`src/rtl/prescaler_pkg.sv`:
```
// Shared types and decode helpers for the bus clock prescaler.
// Assumes the largest ratio is 2**DIV_LOG2_MAX (sixteen).
package prescaler_pkg;

    localparam int DIV_LOG2_MAX = 4;
    localparam int CODE_W       = 3;

    typedef enum logic [2:0] {
        MD_NODIV = 3'd0,
        MD_DIV2  = 3'd1,
        MD_DIV4  = 3'd2,
        MD_DIV8  = 3'd3,
        MD_DIV16 = 3'd4
    } div_mode_e;

    // Map a requested code onto a mode; the override bit wins over the field.
    function automatic div_mode_e decode_req(input logic [CODE_W-1:0] code);
        if (code[2]) return MD_DIV8;
        case (code[1:0])
            2'b00:   return MD_NODIV;
            2'b01:   return MD_DIV2;
            2'b10:   return MD_DIV4;
            default: return MD_DIV16;
        endcase
    endfunction

    // Code reported for a mode; divide-by-8 reports the override form.
    function automatic logic [CODE_W-1:0] encode_mode(input div_mode_e m);
        case (m)
            MD_NODIV: return 3'b000;
            MD_DIV2:  return 3'b001;
            MD_DIV4:  return 3'b010;
            MD_DIV16: return 3'b011;
            default:  return 3'b100;
        endcase
    endfunction

    // log2 of the division ratio for a mode.
    function automatic logic [2:0] ratio_log2(input div_mode_e m);
        case (m)
            MD_NODIV: return 3'd0;
            MD_DIV2:  return 3'd1;
            MD_DIV4:  return 3'd2;
            MD_DIV8:  return 3'd3;
            default:  return 3'd4;
        endcase
    endfunction

endpackage

```
`src/rtl/prescaler_req_reg.sv`:
```
// Holds the mode request written by the CPU.
// Assumes: reset and stop entry both set the divide-by-8 override bit;
// stop entry has priority over a write in the same cycle.
module prescaler_req_reg
    import prescaler_pkg::*;
#(
    parameter int W = CODE_W
) (
    input  logic         clk,
    input  logic         rst_n,
    input  logic         mode_wr,
    input  logic [W-1:0] mode_sel,
    input  logic         stop_req,
    output logic [W-1:0] req_code
);

    localparam logic [W-1:0] OVERRIDE_CODE = W'(3'b100);

    // Capture writes; force the override on reset or stop entry.
    always_ff @(posedge clk) begin
        if (!rst_n)        req_code <= OVERRIDE_CODE;
        else if (stop_req) req_code <= OVERRIDE_CODE;
        else if (mode_wr)  req_code <= mode_sel;
    end

    assert_stop_sets_override_R6: assert property (@(posedge clk) disable iff (!rst_n)
        stop_req |=> req_code[2]);

    assert_stop_beats_write_R8: assert property (@(posedge clk) disable iff (!rst_n)
        (stop_req && mode_wr && !mode_sel[2]) |=> req_code[2]);

endmodule

```
`src/rtl/prescaler_mode_ctrl.sv`:
```
// Keeps the effective mode and moves it to the requested mode only at a
// period boundary. Leaving divide-by-8 waits for a stable oscillator.
// Assumes 'boundary' is high in the last cycle of each divided period.
module prescaler_mode_ctrl
    import prescaler_pkg::*;
#(
    parameter int W = CODE_W
) (
    input  logic         clk,
    input  logic         rst_n,
    input  logic [W-1:0] req_code,
    input  logic         osc_stable,
    input  logic         boundary,
    output div_mode_e    eff_mode
);

    div_mode_e target;
    logic      exit_blocked;

    // Decode the held request and decide whether the switch is allowed.
    always_comb begin
        target       = decode_req(req_code);
        exit_blocked = (eff_mode == MD_DIV8) && (target != MD_DIV8) && !osc_stable;
    end

    // Update the mode in use only at the end of a period.
    always_ff @(posedge clk) begin
        if (!rst_n)                         eff_mode <= MD_DIV8;
        else if (boundary && !exit_blocked) eff_mode <= target;
    end

    assert_reset_div8_R1: assert property (@(posedge clk) disable iff (!rst_n)
        $rose(rst_n) |-> (eff_mode == MD_DIV8));

    assert_change_on_boundary_R4: assert property (@(posedge clk) disable iff (!rst_n)
        !boundary |=> $stable(eff_mode));

    assert_hold_div8_unstable_R7: assert property (@(posedge clk) disable iff (!rst_n)
        (eff_mode == MD_DIV8 && !osc_stable) |=> (eff_mode == MD_DIV8));

endmodule

```
`src/rtl/prescaler_divider.sv`:
```
// Divide counter: counts 0..N-1 for the current ratio and flags the last
// cycle of each period. Assumes the mode changes only while that flag is high.
module prescaler_divider
    import prescaler_pkg::*;
#(
    parameter int CNT_W = DIV_LOG2_MAX
) (
    input  logic      clk,
    input  logic      rst_n,
    input  div_mode_e mode,
    output logic      last_cyc
);

    logic [CNT_W-1:0] cnt;
    logic [CNT_W:0]   span;
    logic [CNT_W:0]   span_m1;
    logic [CNT_W-1:0] last_val;

    // Terminal count for the current ratio.
    always_comb begin
        span     = (CNT_W+1)'(1) << ratio_log2(mode);
        span_m1  = span - (CNT_W+1)'(1);
        last_val = span_m1[CNT_W-1:0];
        last_cyc = (cnt == last_val);
    end

    // Count up and wrap at the end of each period.
    always_ff @(posedge clk) begin
        if (!rst_n)        cnt <= '0;
        else if (last_cyc) cnt <= '0;
        else               cnt <= cnt + CNT_W'(1);
    end

    assert_cnt_in_range_R2: assert property (@(posedge clk) disable iff (!rst_n)
        cnt <= last_val);

    assert_nodiv_every_cycle_R3: assert property (@(posedge clk) disable iff (!rst_n)
        (mode == MD_NODIV) |-> last_cyc);

endmodule

```
`src/rtl/sysclk_prescaler.sv`:
```
// Top of the bus clock prescaler: request register, mode controller and
// divide counter. Assumes all inputs are synchronous to clk.
module sysclk_prescaler
    import prescaler_pkg::*;
#(
    parameter int CODE_BITS = CODE_W,
    parameter int CNT_BITS  = DIV_LOG2_MAX
) (
    input  logic                 clk,
    input  logic                 rst_n,
    input  logic                 mode_wr,
    input  logic [CODE_BITS-1:0] mode_sel,
    input  logic                 stop_req,
    input  logic                 osc_stable,
    output logic                 bclk_en,
    output logic [CODE_BITS-1:0] eff_mode
);

    logic [CODE_BITS-1:0] req_code;
    div_mode_e            cur_mode;
    logic                 period_end;

    prescaler_req_reg #(.W(CODE_BITS)) u_req (
        .clk(clk), .rst_n(rst_n), .mode_wr(mode_wr), .mode_sel(mode_sel),
        .stop_req(stop_req), .req_code(req_code)
    );

    prescaler_mode_ctrl #(.W(CODE_BITS)) u_ctrl (
        .clk(clk), .rst_n(rst_n), .req_code(req_code), .osc_stable(osc_stable),
        .boundary(period_end), .eff_mode(cur_mode)
    );

    prescaler_divider #(.CNT_W(CNT_BITS)) u_div (
        .clk(clk), .rst_n(rst_n), .mode(cur_mode), .last_cyc(period_end)
    );

    // Drive the enable and report the mode in use.
    always_comb begin
        bclk_en  = period_end;
        eff_mode = CODE_BITS'(encode_mode(cur_mode));
    end

    assert_readback_valid_R5: assert property (@(posedge clk) disable iff (!rst_n)
        (eff_mode[2] -> (eff_mode[1:0] == 2'b00)));

endmodule

```
`config.mk`:
```
export PLATFORM = sky130hd
export DESIGN_NAME = sysclk_prescaler
export DESIGN_NICKNAME = d
export VERILOG_FILES = /design/src/rtl/prescaler_pkg.sv /design/src/rtl/prescaler_req_reg.sv /design/src/rtl/prescaler_mode_ctrl.sv /design/src/rtl/prescaler_divider.sv /design/src/rtl/sysclk_prescaler.sv
export SDC_FILE = /design/constraint.sdc
export NUM_CORES = 1
export LEC_CHECK = 0
export CAP_MARGIN = 20
export CORE_AREA = 8 8 45 47
export CTS_BUF_LIST = sky130_fd_sc_hd__clkbuf_4
export DETAILED_ROUTE_END_ITERATION = 16
export DIE_AREA = 0 0 53 55
export DONT_BUFFER_PORTS = 1
export SYNTH_ARGS = -nofsm -noshare
export SYNTH_HDL_FRONTEND = slang
export SYNTH_HIERARCHICAL = 1
export SYNTH_SLANG_ARGS = --single-unit
```
`constraint.sdc`:
```
create_clock -name clk -period 2.34 [get_ports clk]
set_clock_uncertainty 0.15 [all_clocks]
set_input_delay 0.234 -clock clk [delete_from_list [all_inputs] [get_ports clk]]
set_output_delay 0.234 -clock clk [all_outputs]
set_load 0.005 [all_outputs]
```
Word level (Yosys, flattened, before mapping)
Index checks and enable logic that the tools add are counted.

Register bits after elaboration: 10. Input port bits: 8. Output and inout bits: 4. Logic and storage cells: 30.

$add $sub $neg: 2. Equality and inequality tests: 8. Shift operators: 1. Muxes and demuxes: 6. Bitwise operators: 1. Reduce and logical (&&, ||, !) cells: 9.

Operators by type and width (count): $pmux W3 S4 (2); $pmux W3 S3 (1); $eq A3 B2 Y1 const B (2); $mux W3 (2); $add A4 B1 Y4 const B (1); $eq A4 B4 Y1 (1); $reduce_or A2 Y1 (2); $shl A1 B3 Y4 const A (1); $sub A4 B1 Y4 const B (1); $eq A3 B1 Y1 const B (1); $eq A3 B3 Y1 const B (1); $logic_and A1 B1 Y1 (3); $logic_not A3 Y1 (1); $ne A3 B2 Y1 const B (1); $eq A2 B1 Y1 const B (1); $eq A2 B2 Y1 const B (1); $logic_not A1 Y1 (2); $logic_not A2 Y1 (1); $mux W1 (1); $not A1 Y1 (1).

Depth between registers and ports, before layout
Depth in word-level cells: 8. Depth in mapped cells: 7. Mapped depth without buffers: 7.

Hierarchy
Netlist, hierarchy kept.

Modules (own cells, without submodules): prescaler_divider (times used 1, cells each 28, area each 236.5 µm², sequential area each 80.1 µm²); prescaler_mode_ctrl (times used 1, cells each 15, area each 138.9 µm², sequential area each 60.1 µm²); prescaler_req_reg (times used 1, cells each 10, area each 108.9 µm², sequential area each 60.1 µm²); sysclk_prescaler (times used 1, cells each 5, area each 36.3 µm², sequential area each 0.0 µm²).

Worst setup path before layout
OpenSTA, ideal clock, no wires.

Path type: register -> register. Start point: register u_ctrl.eff_mode[0]. End point: register u_ctrl.eff_mode[0]. Library setup time: 0.121 ns. Data arrival time: 1.467 ns. Required time: 2.069 ns. Slack: 0.602 ns. Stages on the path, launching flop included: 8. Buffers on the path: 0. Clock period less this slack: 1.738 ns. Cell sequence: dfxtp_1 nand2_1 a21oi_1 a21o_1 and2_1 nand2b_1 o32ai_1 nand2_1.

Longest elaborated chain between the ends: 6. Elaborated cells between the ends (all ways): 12. Those cells by class: 1 x add/sub; 4 x eq/ne; 1 x shift; 1 x mux; 5 x reduce/logical.

Ends and longest elaborated chain: start, declared (RTL line prescaler_mode_ctrl.sv:14) `output div_mode_e eff_mode`; start signal, assigned (RTL line prescaler_mode_ctrl.sv:29) `else if (boundary && !exit_blocked) eff_mode <= target;`; $eq A3 B2 Y1 (tied with other cells) (RTL line prescaler_pkg.sv:40) `case (m)`; $pmux W3 S4 * (RTL line prescaler_pkg.sv:40); $shl A1 B3 Y4 * (RTL line prescaler_divider.sv:21) `span = (CNT_W+1)'(1) << ratio_log2(mode);`; $sub A4 B1 Y4 * (RTL line prescaler_divider.sv:22) `span_m1 = span - (CNT_W+1)'(1);`; $eq A4 B4 Y1 * (RTL line prescaler_divider.sv:24) `last_cyc = (cnt == last_val);`; net bclk_en (RTL line sysclk_prescaler.sv:15) `output logic bclk_en,`; $logic_and A1 B1 Y1 * (RTL line prescaler_mode_ctrl.sv:29).

Mark *: on every way through the listed nets, which the timed path passes. The rest lies on a longest branch. A chain may end at the register's enable or synchronous reset.

Worst setup path after layout
Ends and elaborated chain as after synthesis.

==> flow_summary_export.csv <==
group,metric,value,unit
setup_path,required,2.34,ns
floorplanning,io_pins,12,
route,wl_met3,64,um
setup_path,crit_fanout,8,
power_and_ir_drop,p_per_area,524,nW/um2
timing,final.setup.worst_slack,0.354,ns
finish,layout_common_cells,"10 x dfxtp_1, 7 x dlygate4sd3_1, 7 x nand2_1",
finish,area_growth,21.6,%
synth,synth_seq_cells,10,
timing,fmaxAchievable,503,MHz
route,wl_met1,511,um
hold_path,hp-start,"rst_n",
floorplanning,rows,14,
clock_network,insertion_delay,0.27,ns
route,firstDrtPassIters,2,
global_routing,grt_max_degree,9,
timing,period_share,84.9,%
global_routing,grt_pass1_wl,1.75,mm
placed_design,place_ws,0.373,ns
route,viasPerCell,5.17,
clock_network,cts.repair.resized,0,
power_and_ir_drop,p_total,332,uW
finish,diodes,0,
run_status,status,"completed",
placed_design,gp_congestion,0.702,
synth,yosys_warnings,6,
synth,netlist_area,520,um2
floorplanning,start_util,37.6,%
clock_network,clkTransAtPathRegs,0.07,ns
hold_path,min_path_type,"in2reg",
clock_network,clock-sinks,10,
synth,synth_cell_types,22,
clock_network,holdBufCountCts,7,
finish,final_common_cell,"dfxtp_1",
clock_network,cts_inserted_buffers,3,
floorplanning,fp.dieArea,2920,um2
setup_path,r2r_start,"u_ctrl/eff_mode[0]",
global_routing,antenna_found_initial,0,
floorplanning,die_x,53,um
timing,setup_viol,0,
synth,synthCells,58,
timing,finalCriticalPeriod,1.99,ns
route,route.vias.total,434,
timing,hold_violations,0,
setup_path,setup.worst_path.start,"u_ctrl/eff_mode[0]",
power_and_ir_drop,leakage,0.000241,uW
placed_design,hpwl,773,um
clock_network,cts_max_path_buffers,2,
timing,finalMaxSlewViolations,0,
clock_network,cts_tree,"built",
global_routing,overflow,0,
global_routing,grt_pass1_vias,407,
setup_path,critical_path_class,"reg2reg",
global_routing,grt_util_all_layers,8.16,%
setup_path,cp-start-kind,"register",
floorplanning,die_y,55,um
route,drt-total-wl,1.14,mm
synth,syn_nets,67,
placed_design,placed_cell_area,541,um2
power_and_ir_drop,vdd_drop_max,0.332,mV
route,highest_layer,"met3",
finish,num-fill-cells,142,
finish,fin_area,633,um2
finish,final_nets,79,
timing,relSlewSlack,75.4,%
job,cap_viol_max_count,0,
floorplanning,core,1380,um2
timing,setup_tns,0,ns
route,wl_met2,565,um
setup_path,arrival,1.99,ns
placed_design,port_buffers,0,
synth,synth-seq-area-share,38.5,%
synth,syn_avg_cell_area,8.97,um2
clock_network,htree_num_levels,1,
setup_path,endpoint_kind,"register",
route,wl_per_cell,13.6,um
route,drc,0,
timing,rsz0062_at_grt,"false",
finish,drive_gt1_share,8.82,%
timing,worst_pin_slew,0.368,ns
clock_network,clockRootBuffer,"clkbuf_4",
route,drt-initial-drc-count,3,
route,ant_nets,0,
clock_network,post_cts_buffers,0,
-- area by class of cell --
cell class | count | area [um2] | share of cell area [%]
multi-input combinational | 46 | 313 | 49.4
sequential | 10 | 200 | 31.6
timing repair buffer | 7 | 70.1 | 11.1
clock buffer | 3 | 22.5 | 3.56
tap | 16 | 20.0 | 3.16
inverter | 2 | 7.51 | 1.19
-- critical path, stage by stage, from the launching register on --
cell      delay [ns]
dfxtp_1         0.53
nand2_1         0.09
a21oi_1         0.16
a21o_1          0.21
and2_1          0.25
nand2b_1        0.12
o32ai_1         0.29
nand2_1         0.08
-- state kept, by name, indices dropped and copies added, names as in the netlist --
signal,cells
u_div/cnt,4
u_req/req_code,3
u_ctrl/eff_mode,3
-- cells by family after synthesis --
kind of cell / synth area share, %
flops: 38.5
xor+xnor: 6.73
mux: 3.85
compound gates: 20.9
simple gates: 24.0
buf+inv: 1.44
fa+ha+maj: 4.57
-- routing by layer --
| metal | track usage, % | up-vias |
|---|---|---|
| met5 | 0 | - |
| li1 | - | 225 |
| met4 | 3.88 | 0 |
| met2 | 13.9 | 6 |
| met3 | 3.74 | 0 |
| met1 | 8.40 | 203 |
-- stage by stage --
stage / util (%) / hold WS (ns) / std cells
after floorplan: - / 0.146 / 58
after global placement: 39.1 / 0.151 / 74
after detailed placement: 39.1 / 0.150 / 74
after CTS: 45.8 / 0.0214 / 84
after global routing: 45.8 / 0.0402 / 84
final: 45.8 / 0.0305 / 84
-- path summary, 6_finish.rpt --
| kind | slack, ns | endpoint | depth (start not counted) |
|---|---|---|---|
| worst max-delay path | 0.35 | u_ctrl/eff_mode[0] | 7 |
| worst min-delay path | 0.03 | u_req/req_code[1] | 2 |
| worst max register to register | 0.35 | u_ctrl/eff_mode[0] | 7 |
| worst min register to register | 0.45 | u_div/cnt[3] | 3 |
-- power breakdown --
part | total (uW) | switching, uW | leakage [uW] | internal, uW
Combinational | 30.3 | 11.8 | 0.000146 | 18.5
Clock | 117 | 57.6 | 0.0000138 | 59.2
Sequential | 185 | 7.91 | 0.0000816 | 177
Total | 332 | 77.4 | 0.000241 | 254
-- cell usage after synthesis --
cell	instances	share of area [%]
ha_1	1	2.4
nor2b_1	4	4.8
a221oi_4	1	5.0
a21oi_1	6	5.8
nand2_2	1	1.2
o32ai_1	3	5.0
a21o_1	1	1.4
inv_1	2	1.4
xnor2_1	3	5.0
a211o_1	1	1.7
o21ai_0	1	0.96
nand2_1	7	5.0
mux2i_1	2	3.8
nand2b_1	3	3.6
maj3_2	1	2.2
and4bb_1	1	2.4
xor2_1	1	1.7
nand3_1	1	0.96
nor2_1	5	3.6
and2_1	2	2.4
dfxtp_1	10	38
o21ai_1	1	0.96
Power figures use the tool's default switching activity.
